File: src/rtl/gpio_pkg.sv
package gpio_pkg;
  localparam int OFS_MODE   = 'h00;
  localparam int OFS_OTYPE  = 'h04;
  localparam int OFS_SPEED  = 'h08;
  localparam int OFS_PULL   = 'h0C;
  localparam int OFS_IN     = 'h10;
  localparam int OFS_OUT    = 'h14;
  localparam int OFS_SETCLR = 'h18;

  typedef struct packed {
    logic wrMode;
    logic wrOtype;
    logic wrSpeed;
    logic wrPull;
    logic wrOut;
    logic wrSetClr;
  } gpioStrb_t;

  typedef enum logic [2:0] {
    RD_NONE, RD_MODE, RD_OTYPE, RD_SPEED, RD_PULL, RD_IN, RD_OUT
  } rdSel_t;
endpackage

File: src/rtl/gpio_ctrl.sv
module gpio_ctrl
  import gpio_pkg::*;
#(
  parameter int ADDR_W = 8
) (
  input  logic              clkEn,
  input  logic              busWe,
  input  logic [ADDR_W-1:0] busAddr,
  output gpioStrb_t         strb,
  output rdSel_t            rdSel
);
  logic wrOk;
  assign wrOk = busWe && clkEn;

  always_comb begin
    strb  = '0;
    rdSel = RD_NONE;
    case (busAddr)
      ADDR_W'(OFS_MODE):   begin rdSel = RD_MODE;  strb.wrMode  = wrOk; end
      ADDR_W'(OFS_OTYPE):  begin rdSel = RD_OTYPE; strb.wrOtype = wrOk; end
      ADDR_W'(OFS_SPEED):  begin rdSel = RD_SPEED; strb.wrSpeed = wrOk; end
      ADDR_W'(OFS_PULL):   begin rdSel = RD_PULL;  strb.wrPull  = wrOk; end
      ADDR_W'(OFS_IN):     rdSel = RD_IN;
      ADDR_W'(OFS_OUT):    begin rdSel = RD_OUT;   strb.wrOut   = wrOk; end
      ADDR_W'(OFS_SETCLR): strb.wrSetClr = wrOk;
      default: ;
    endcase
  end
endmodule

File: src/rtl/gpio_datapath.sv
module gpio_datapath
  import gpio_pkg::*;
#(
  parameter int NUM_PINS = 16,
  parameter int DATA_W   = 32
) (
  input  logic                  clk,
  input  logic                  rst_n,
  input  gpioStrb_t             strb,
  input  rdSel_t                rdSel,
  input  logic [DATA_W-1:0]     wdata,
  output logic [DATA_W-1:0]     rdata,
  input  logic [NUM_PINS-1:0]   padIn,
  output logic [NUM_PINS-1:0]   padOut,
  output logic [NUM_PINS-1:0]   padOe,
  output logic [NUM_PINS-1:0]   altSel,
  output logic [2*NUM_PINS-1:0] speedCfg,
  output logic [2*NUM_PINS-1:0] pullCfg
);
  localparam int HALF  = DATA_W / 2;
  localparam int FLD_W = 2 * NUM_PINS;

  logic [FLD_W-1:0]    modeReg, speedReg, pullReg;
  logic [NUM_PINS-1:0] otypeReg, outReg, syncA, syncB;
  logic [NUM_PINS-1:0] setMask, clrMask;

  assign setMask = wdata[NUM_PINS-1:0];
  assign clrMask = wdata[HALF +: NUM_PINS];

  always_ff @(posedge clk or negedge rst_n) begin
    if (!rst_n) begin
      modeReg  <= '0;
      speedReg <= '0;
      pullReg  <= '0;
      otypeReg <= '0;
      outReg   <= '0;
      syncA    <= '0;
      syncB    <= '0;
    end else begin
      syncA <= padIn;
      syncB <= syncA;
      if (strb.wrMode)  modeReg  <= wdata[FLD_W-1:0];
      if (strb.wrSpeed) speedReg <= wdata[FLD_W-1:0];
      if (strb.wrPull)  pullReg  <= wdata[FLD_W-1:0];
      if (strb.wrOtype) otypeReg <= wdata[NUM_PINS-1:0];
      if (strb.wrOut)
        outReg <= wdata[NUM_PINS-1:0];
      else if (strb.wrSetClr)
        outReg <= (outReg & ~clrMask) | setMask;  // set wins over clear
    end
  end

  always_comb begin
    case (rdSel)
      RD_MODE:  rdata = DATA_W'(modeReg);
      RD_OTYPE: rdata = DATA_W'(otypeReg);
      RD_SPEED: rdata = DATA_W'(speedReg);
      RD_PULL:  rdata = DATA_W'(pullReg);
      RD_IN:    rdata = DATA_W'(syncB);
      RD_OUT:   rdata = DATA_W'(outReg);
      default:  rdata = '0;
    endcase
  end

  for (genvar n = 0; n < NUM_PINS; n++) begin : g_pin
    logic [1:0] fld;
    assign fld       = modeReg[2*n +: 2];
    assign altSel[n] = (fld == 2'b10);
    assign padOut[n] = outReg[n];
    assign padOe[n]  = (fld == 2'b01) && (!otypeReg[n] || !outReg[n]);
  end

  assign speedCfg = speedReg;
  assign pullCfg  = pullReg;

  // every pin named in the set half is high after the write
  a_r4_set_applies: assert property (@(posedge clk) disable iff (!rst_n)
    (strb.wrSetClr && !strb.wrOut) |=> ((outReg & $past(setMask)) == $past(setMask)));

  // pins cleared and not also set are low after the write
  a_r5_clear_applies: assert property (@(posedge clk) disable iff (!rst_n)
    (strb.wrSetClr && !strb.wrOut) |=> ((outReg & $past(clrMask & ~setMask)) == '0));

  // pins not named keep their level
  a_r4_others_kept: assert property (@(posedge clk) disable iff (!rst_n)
    (strb.wrSetClr && !strb.wrOut) |=>
      (((outReg ^ $past(outReg)) & ~$past(setMask | clrMask)) == '0));

  // an enabled open-drain pin never drives high
  a_r10_open_drain: assert property (@(posedge clk) disable iff (!rst_n)
    ((padOe & padOut & otypeReg) == '0));

  // enable only in general output mode
  a_r9_oe_mode: assert property (@(posedge clk) disable iff (!rst_n)
    ((padOe & altSel) == '0));
endmodule

File: src/rtl/gpio_port.sv
module gpio_port
  import gpio_pkg::*;
#(
  parameter int NUM_PINS = 16,
  parameter int DATA_W   = 32,
  parameter int ADDR_W   = 8
) (
  input  logic                  clk,
  input  logic                  rst_n,
  input  logic                  clkEn,
  input  logic [ADDR_W-1:0]     busAddr,
  input  logic                  busWe,
  input  logic [DATA_W-1:0]     busWdata,
  output logic [DATA_W-1:0]     busRdata,
  input  logic [NUM_PINS-1:0]   padIn,
  output logic [NUM_PINS-1:0]   padOut,
  output logic [NUM_PINS-1:0]   padOe,
  output logic [NUM_PINS-1:0]   altSel,
  output logic [2*NUM_PINS-1:0] speedCfg,
  output logic [2*NUM_PINS-1:0] pullCfg
);
  gpioStrb_t strb;
  rdSel_t    rdSel;

  gpio_ctrl #(.ADDR_W(ADDR_W)) i_ctrl (
    .clkEn(clkEn), .busWe(busWe), .busAddr(busAddr), .strb(strb), .rdSel(rdSel)
  );

  gpio_datapath #(.NUM_PINS(NUM_PINS), .DATA_W(DATA_W)) i_dp (
    .clk(clk), .rst_n(rst_n), .strb(strb), .rdSel(rdSel), .wdata(busWdata),
    .rdata(busRdata), .padIn(padIn), .padOut(padOut), .padOe(padOe),
    .altSel(altSel), .speedCfg(speedCfg), .pullCfg(pullCfg)
  );

  // with the clock enable low, no pad control moves on the next edge
  a_r8_gated_hold: assert property (@(posedge clk) disable iff (!rst_n)
    !clkEn |=> ($stable(padOut) && $stable(padOe) && $stable(altSel)));

  // the set/clear offset never returns data
  always_comb begin
    if (rst_n && busAddr == ADDR_W'(OFS_SETCLR))
      a_r6_setclr_reads_zero: assert (busRdata == '0);
  end
endmodule

File: config.mk
export PLATFORM = sky130hd
export DESIGN_NAME = gpio_port
export DESIGN_NICKNAME = d
export VERILOG_FILES = /design/src/rtl/gpio_pkg.sv /design/src/rtl/gpio_ctrl.sv /design/src/rtl/gpio_datapath.sv /design/src/rtl/gpio_port.sv
export SDC_FILE = /design/constraint.sdc
export NUM_CORES = 1
export LEC_CHECK = 0
export CORE_MARGIN = 2
export CORE_UTILIZATION = 43
export DETAILED_ROUTE_END_ITERATION = 6
export GPL_TIMING_DRIVEN = 0
export PLACE_DENSITY = 0.76
export SLEW_MARGIN = 20
export SYNTH_ARGS = -nofsm -noshare
export SYNTH_HDL_FRONTEND = slang
export SYNTH_HIERARCHICAL = 1
export SYNTH_SLANG_ARGS = --single-unit
File: constraint.sdc
create_clock -name clk -period 2.3 [get_ports clk]
set_input_delay 0.23 -clock clk [delete_from_list [all_inputs] [get_ports clk]]
set_output_delay 0.23 -clock clk [all_outputs]
set_load 0.01 [all_outputs]
# Word level (Yosys, flattened, before mapping)
# Index checks and enable logic that the tools add are counted.
# Widths: inputs -> output; s select.
classes:
  eq_ne: 44
  mux: 10
  bitwise_logic: 3
  n_reduce_logical: 67
ops:
  columns: ["cell", "count"]
  rows:
  - ["$pmux 32 s6", 1]
  - ["$eq 2x1->1 const B", 16]
  - ["$eq 2x2->1 const B", 16]
  - ["$logic_not 1->1", 32]
  - ["$mux 16", 2]
  - ["$eq 8x5->1 const B", 3]
  - ["$pmux 3 s6", 1]
  - ["$logic_and 1x1->1", 17]
  - ["$and 16x16->16", 1]
  - ["$eq 8x4->1 const B", 2]
  - ["$logic_or 1x1->1", 16]
  - ["$not 16->16", 1]
  - ["$or 16x16->16", 1]
  - ["$eq 3x3->1 const B", 3]
  - ["$eq 8x3->1 const B", 1]
  - ["$logic_not 8->1", 1]
  - ["$eq 3x2->1 const B", 2]
  - ["$mux 1", 6]
  - ["$eq 3x1->1 const B", 1]
  - ["$reduce_bool 2->1", 1]
totals:
  reg_bits: 160
  input_bits: 60
  wordCells: 131

# Logic depth before layout (Yosys ltp)
# Gate-level depths: netlist of run 1.
logic_depth:
  word_depth: 5
  depth_mapped: 8

# Cells and area by module
# Netlist of run 1, hierarchy kept.
by_module_without_submodules:
  columns: ["module", "n_inst", "cells_per_inst", "area_each_um2", "seq_area_each_um2"]
  rows:
  - ["gpio_datapath", 1, 543, 7014.2, 4003.8]
  - ["gpio_ctrl", 1, 19, 140.1, 0.0]

# Least setup slack after synthesis of run 1
# Ideal clock, no wire load.
synth_path:
  path_type: "input to output"
  from: "input port busAddr[1]"
  to: "output port busRdata[15]"
  arrival_time_ns: 2.084
  t_required_ns: 2.070
  path_slack_ns: -0.014
  cell_stages: 6
  path_buffers: 1
  cell_sequence: "or4_4 > a2111oi_2 > buf_6 > mux2_2 > and3_1 > a221o_1"
synth_via:
  elab_chain_cells: 4
synth_lines:
  columns: ["item", "line", "source"]
  rows:
  - ["from (decl)", "gpio_port.sv:11", "input logic [ADDR_W-1:0] busAddr,"]
  - ["$eq 8x5->1, or another cell as far along", "gpio_ctrl.sv:18", "case (busAddr)"]
  - ["$pmux 3 s6 *", "gpio_ctrl.sv:18", null]
  - ["net rdSel[0]", "gpio_port.sv:23", "rdSel_t rdSel;"]
  - ["$eq 3x3->1, or another cell as far along", "gpio_datapath.sv:54", "case (rdSel)"]
  - ["$pmux 32 s6 *", "gpio_datapath.sv:54", null]
  - ["to (decl)", "gpio_port.sv:14", "output logic [DATA_W-1:0] busRdata,"]
# The timed path passes the listed nets; every way through them passes the cells marked *.

# Final worst setup path of run 1
layout_path:
  from: "input port busAddr[0]"
  to: "output port busRdata[13]"
# The elaborated chain is that of the path after synthesis.

==> out/metrics.yaml, run 1 <==
cts-root-buf: "clkbuf_16"
syn_area_sq_um: 7154
maxSlewViolCount: 0
ys_ff_latch: 160
die_x_um: 133.0
route.detailed.drc: 0
yosysSeqAreaShare_pct: 55.96
io_buffers: 203
maxCapViolations: 0
gr-total-overflow: 0
netlist_instances: 562
grtUsageTotal_pct: 27.92
synthDistinctLibCells: 41
num_vias: 5973
cts_tree: "done"
ir_worst_vdd_mv: 0.5177
initial_core_util_pct: 43.61
finalNetCount: 879
period_needed_ns: 2.602
wl_um: 24470
cts_made_buffers: 17
worstSetupStartpointType: "input port"
core_area_sq_um: 16410
p_comb_share_pct: 9.1
h-tree-depth: 4
fin_crit_sh_pct: 113.1
crit_path_end_kind: "output port"
grt_antenna_before_repair: 0
setup_violations: 32
synth_area_leaders: "dfrtp_1, mux2_2, nand2_1"
drt_first_iter_violations: 377
worstHoldPathType: "input port to register"
multi_input_area_sq_um: 3073
p_per_area_nw_per_um2: 587.1
violations: "setup timing"
die_y_um: 133.0
grt_pass1_vias: 6164
antenna_cells: 0
yosys_warnings: 6
critPathArrivalTime_ns: 2.37
status: "complete, but fails checks"
internal_power_mw: 4.754
synth_edf_count: 0
fin_skew_ns: 0.003130
fmax_mhz: 384.4
slew-limit-headroom_pct: 58.49
io_pins: 204
syn_area_per_cell_sq_um: 12.73
grt_max_degree: 101
clock_power_share_pct: 42.5
p_sw_mw: 1.459
first_pass_iters: 4
synth_top_area_share_pct: 55.96
wl_per_cell_um: 23.28
pwr-share-seq_pct: 48.4
cp_max_fo: 6
final.setup.worst_slack_ns: -0.3016
syn_nets: 622
vias_per_cell: 5.683
insertion_delay_ns: 0.43
fp-row-count: 47
dieArea_sq_um: 17690
cts_sinks: 160
worstSetupPathType: "input port to output port"
final_core_util_pct: 64.50
rsz0062_at_grt: "true"
cts_max_path_buffers: 2
postRouteAntennaNets: 0
yosys.area.top_type: "dfrtp_1"
report.final.hold_viol_count: 0
power.leakage_nw: 4.769
drive_gt1_share_pct: 35.14
synth_top_flop_cell: "dfrtp_1"
syn_to_final_growth_pct: 47.92
regArea_sq_um: 4004
setup_tns_ns: -5.332
place_congestion: 0.8958
dp_hpwl_um: 16610
clk_pin_slew_ns: 0.06
sw_frac_of_total_pct: 23.49
fillers: 1216
ys_async_sr_fraction_pct: 100.0
required_ns: 2.07
worstMarginPinSlew_ns: 0.6226
grt_first_pass_wirelength_um: 36830
[area by class of cell]
class / instances / area share (%)
sequential: 160 / 37.83
multi-input combinational: 345 / 29.04
timing repair buffer: 238 / 21.40
clock buffer: 20 / 4.315
buffer: 39 / 3.287
tap: 220 / 2.601
clock inverter: 11 / 0.8513
inverter: 18 / 0.6739
[Yosys cell counts (6+ instances only)]
library cell,instances
inv_1,18
nor2b_1,18
mux2_2,101
nand2_1,54
o21ai_0,32
dfrtp_1,160
mux2_4,8
a32o_1,16
a21oi_1,6
a221oi_1,19
mux2i_1,20
a32oi_1,6
a211oi_1,18
o21ai_1,6
buf_2,17
clkbuf_1,12
[sequential cells by signal, indices dropped and copies added, names as in the netlist]
| signal | count |
|---|---|
| i_dp/pullCfg | 32 |
| i_dp/padOut | 16 |
| i_dp/syncA | 16 |
| i_dp/syncB | 16 |
| i_dp/speedCfg | 32 |
| i_dp/otypeReg | 16 |
| i_dp/modeReg | 32 |
[logic make-up after synthesis]
group           synth area share [%]
compound gates                 11.84
buf+inv                        4.250
flops                          55.96
mux                            21.00
simple gates                   6.943
[worst paths after layout]
kind	from	slack, ns	cells after the start	end
setup / recovery	busAddr[0]	-0.30	10	busRdata[13]
max in group asynchronous	rst_n	1.16	3	i_dp/modeReg[17]
hold reg to reg	i_dp/syncA[4]	0.35	0	i_dp/syncB[4]
min in group asynchronous	rst_n	0.31	2	i_dp/syncA[6]
setup reg to reg	i_dp/modeReg[27]	1.44	1	i_dp/modeReg[27]
hold / removal	padIn[4]	0.24	1	i_dp/syncA[4]
[timing repair]
item	4_1_cts	5_1_grt
gates resized for setup	249	25
hold buffers	1	0
endpoints found under the hold margin	60	0
buffers inserted	24	8
gates cloned	5	0
pin swaps	15	7
setup endpoints to repair	50	36
[routing by layer]
metal	track usage, %	wire [um]	up-vias
met5	0	0	-
met4	9.916	595	0
met3	5.556	1731	47
met2	46.00	11920	301
met1	36.91	10220	3045
li1	-	-	2580
[power by group through the flow]
| stage | registers, mW | logic (mW) | clock network, mW |
|---|---|---|---|
| 2_1_floorplan | 3.04 | 0.143 | 0 |
| 4_1_cts | 3.00 | 0.564 | 2.67 |
| 5_1_grt | 3.02 | 0.605 | 2.80 |
| 3_3_place_gp | 3.05 | 0.529 | 0 |
| 6_report | 3.01 | 0.566 | 2.64 |
| 3_5_place_dp | 3.05 | 0.546 | 0 |
[worst max-delay path: stages]
cell and delay, ns:
buf_6 0.09, or4_4 0.58, a211oi_4 0.29, buf_4 0.18, nor2b_4 0.04, buf_6 0.14, bufbuf_16 0.27, a221oi_1 0.29
o21ai_1 0.11, buf_2 0.15
[cells in the final DEF (no fill, tap or decap), types with 6 or more instances in the layout]
cell	instances
a221oi_2	13
buf_2	48
nor2b_1	16
buf_4	19
mux2_4	10
mux2i_1	20
buf_6	21
o21ai_0	18
clkbuf_16	17
clkinv_2	7
a221oi_1	6
inv_1	17
a32o_1	16
o21ai_1	15
clkdlybuf4s50_1	162
mux2_2	99
dfrtp_1	160
nand2_1	47
a211oi_1	16
[through the flow]
stage | setup slack [ns] | hold WS (ns) | cell area, sq um | total power [mW] | cells
after floorplan | 0.007491 | -0.06559 | 7172 | 3.188 | 562
after global placement | -5.309 | 0.3330 | 9479 | 3.575 | 985
after detailed placement | -1.356 | 0.1884 | 9512 | 3.595 | 986
after CTS | -0.3111 | 0.2309 | 10490 | 6.232 | 1047
after global routing | -0.3698 | 0.2251 | 10580 | 6.421 | 1051
final | -0.3016 | 0.2359 | 10580 | 6.213 | 1051
Note: power is estimated with default switching activity, not from simulation.
==> inputs of run 2 (changes only) <==
--- a/config.mk
+++ b/config.mk
@@ -5,6 +5,7 @@
 export SDC_FILE = /design/constraint.sdc
 export NUM_CORES = 1
 export LEC_CHECK = 0
+export CORE_ASPECT_RATIO = 0.7
 export CORE_MARGIN = 2
 export CORE_UTILIZATION = 43
 export DETAILED_ROUTE_END_ITERATION = 6
==> run 2 against run 1 <==
Net effect: the run still ends with setup timing left; clock-buffer cell count is 2 lower; register-to-register slack hardly changed; global-route usage is 0.45 points higher; sequential share of layout area is 0.53 points lower; worst setup slack worse by 0.053 ns; clock skew is 0.0037 ns higher; cell count is 0.67% higher; sequential power hardly changed.
==> out/metrics.yaml, run 2 (synthesis gave the netlist of run 1 again) <==
core_area_sq_um: 16300  # -0.66%
dieArea_sq_um: 17700  # about the same
dp_hpwl_um: 17230  # +3.7%
cpMaxStageDelayCell: "or4_4"
antenna_cells: 0  # unchanged
h-tree-depth: 4  # unchanged
clk_pin_slew_ns: 0.07  # about the same
cts_max_path_buffers: 2  # unchanged
io_buffers: 203  # unchanged
gr-total-overflow: 0  # unchanged
maxCapViolations: 0  # unchanged
place_congestion: 0.8921  # -0.41%
rsz0062_at_grt: "true"
timing.rr.start: "i_dp/pullCfg[31]"
worstSetupStartpointType: "input port"
ir_worst_vdd_mv: 0.4257  # -18%
critPathArrivalTime_ns: 2.42  # +0.05 ns
fin_crit_sh_pct: 115.4  # +2.3 points
grt_antenna_before_repair: 0  # unchanged
grtUsageTotal_pct: 28.37  # +0.45 points
cpPeakStageDelay_ns: 0.55  # -0.03 ns
final_core_util_pct: 65.85  # +1.4 points
cts_sinks: 160  # unchanged
finalNetCount: 880  # +0.11%
io_pins: 204  # unchanged
most-common-layout-cells: "clkdlybuf4s50_1, dfrtp_1, mux2_2, nand2_1, buf_2"
grt_max_degree: 98  # -3.0%
grt_first_pass_wirelength_um: 37170  # +0.94%
fin_skew_ns: 0.006852  # +0.003722 ns
route.detailed.drc: 0  # unchanged
setup_violations: 32  # unchanged
required_ns: 2.07  # about the same
fp-row-count: 39  # -17%
violations: "setup timing"
drive_gt1_share_pct: 35.77  # +0.64 points
drt_first_iter_violations: 507  # +34%
cp_max_fo: 8  # +2
status: "complete, but fails checks"
worstSetupPathType: "input port to output port"
cp_cell_sequence: "buf_6 -> or4_4 -> a2111oi_4 -> buf_6 -> buf_12 -> mux2_4 -> a221oi_4 -> a21oi_2 -> buf_2"
vias_per_cell: 5.789  # +1.9%
maxSlewViolCount: 0  # unchanged
grt_pass1_vias: 6185  # +0.34%
wl_per_cell_um: 24.07  # +3.4%
period_needed_ns: 2.655  # +0.05299 ns
cts_tree: "done"
die_y_um: 111.9  # -16%
cp_top_family: "compound AO/OA/AOI/OAI gates"
critical_path_buf_inv_count: 4  # -1
fmax_mhz: 376.7  # -2.0%
slew-limit-headroom_pct: 55.48  # -3.0 points
syn_to_final_growth_pct: 50.02
setup_tns_ns: -6.836  # -1.504 ns
power.leakage_nw: 4.750  # -0.41%
final.setup.worst_slack_ns: -0.3546  # -0.05299 ns
die_x_um: 158.2  # +19%
postRouteAntennaNets: 0  # unchanged
cts_made_buffers: 17  # unchanged
crit_top_cell: "buf_6"
cp-startpoint: "busAddr[0]"
final_common_cell: "clkdlybuf4s50_1"
worstMarginPinSlew_ns: 0.6678  # +0.04517 ns
first_pass_iters: 4  # unchanged
finalPower_mw: 6.412  # +3.2%
insertion_delay_ns: 0.42  # about the same
crit_path_end_kind: "output port"
initial_core_util_pct: 43.90  # +0.29 points
wl_um: 25470  # +4.1%
report.final.hold_viol_count: 0  # unchanged
num_vias: 6125  # +2.5%
fin_hold_ws_ns: 0.2375  # +0.001617 ns
hold_start: "padIn[7]"
worstHoldPathType: "input port to register"
cts-root-buf: "clkbuf_16"
p_per_area_nw_per_um2: 597.4  # +1.8%
run 2: final timing paths:
kind                       depth (start not counted)  slack (ns)               end
min in group asynchronous                          2        0.33     i_dp/syncB[0]
hold / removal                                     1        0.24     i_dp/syncA[7]
setup reg to reg                                   1        1.43  i_dp/pullCfg[31]
setup / recovery                                   9       -0.35      busRdata[12]
hold reg to reg                                    0        0.35    i_dp/syncB[10]
max in group asynchronous                          3        1.08   i_dp/padOut[10]
run 2: per-stage QoR:
stage / area, sq um / std cells / setup slack [ns]
6_report: 10730 / 1058 / -0.3546
4_1_cts: 10450 / 1048 / -0.2971
2_1_floorplan: 7172 / 562 / 0.007491
3_3_place_gp: 9485 / 990 / -5.221
3_5_place_dp: 9518 / 991 / -1.409
5_1_grt: 10730 / 1058 / -0.3972
run 2: final cells by class:
cell class	count	area [sq um]
fillers	1192	5565
flip-flops and latches	160	4004
multi-input cells	345	3163
repair buffers	239	2250
clock buffers	18	439.2
plain buffers	39	377.9
well taps	225	281.5
clock inverters	14	146.4
inverters	18	71.32
run 2: per-layer routing:
metal / global-route usage, % / vias to the layer above / wire length [um]
li1: - / 2593 / -
met1: 41.58 / 3175 / 11420
met2: 41.57 / 320 / 11310
met3: 7.980 / 37 / 2313
met4: 7.568 / 0 / 420
met5: 0 / - / 0
run 2: power breakdown:
part / total [mW] / switching, mW / internal (mW)
clock network: 2.83 / 1.27 / 1.56
registers: 3.01 / 0.0961 / 2.91
logic: 0.575 / 0.263 / 0.311
run 2: repair_timing:
item,4_1_cts,5_1_grt
endpoints found under the hold margin,63,0
gates cloned,3,1
setup buffers,21,10
pin swaps,11,14
hold buffers,1,0
endpoints found under the setup margin,48,48
gates resized for setup,216,48
==> inputs of run 3 (changes only) <==
--- a/config.mk
+++ b/config.mk
@@ -5,6 +5,7 @@
 export SDC_FILE = /design/constraint.sdc
 export NUM_CORES = 1
 export LEC_CHECK = 0
+export CAP_MARGIN = 10
 export CORE_ASPECT_RATIO = 0.7
 export CORE_MARGIN = 2
 export CORE_UTILIZATION = 43
==> results of run 3 <==
Final layout, timing and power as in run 2 (identical DEF).
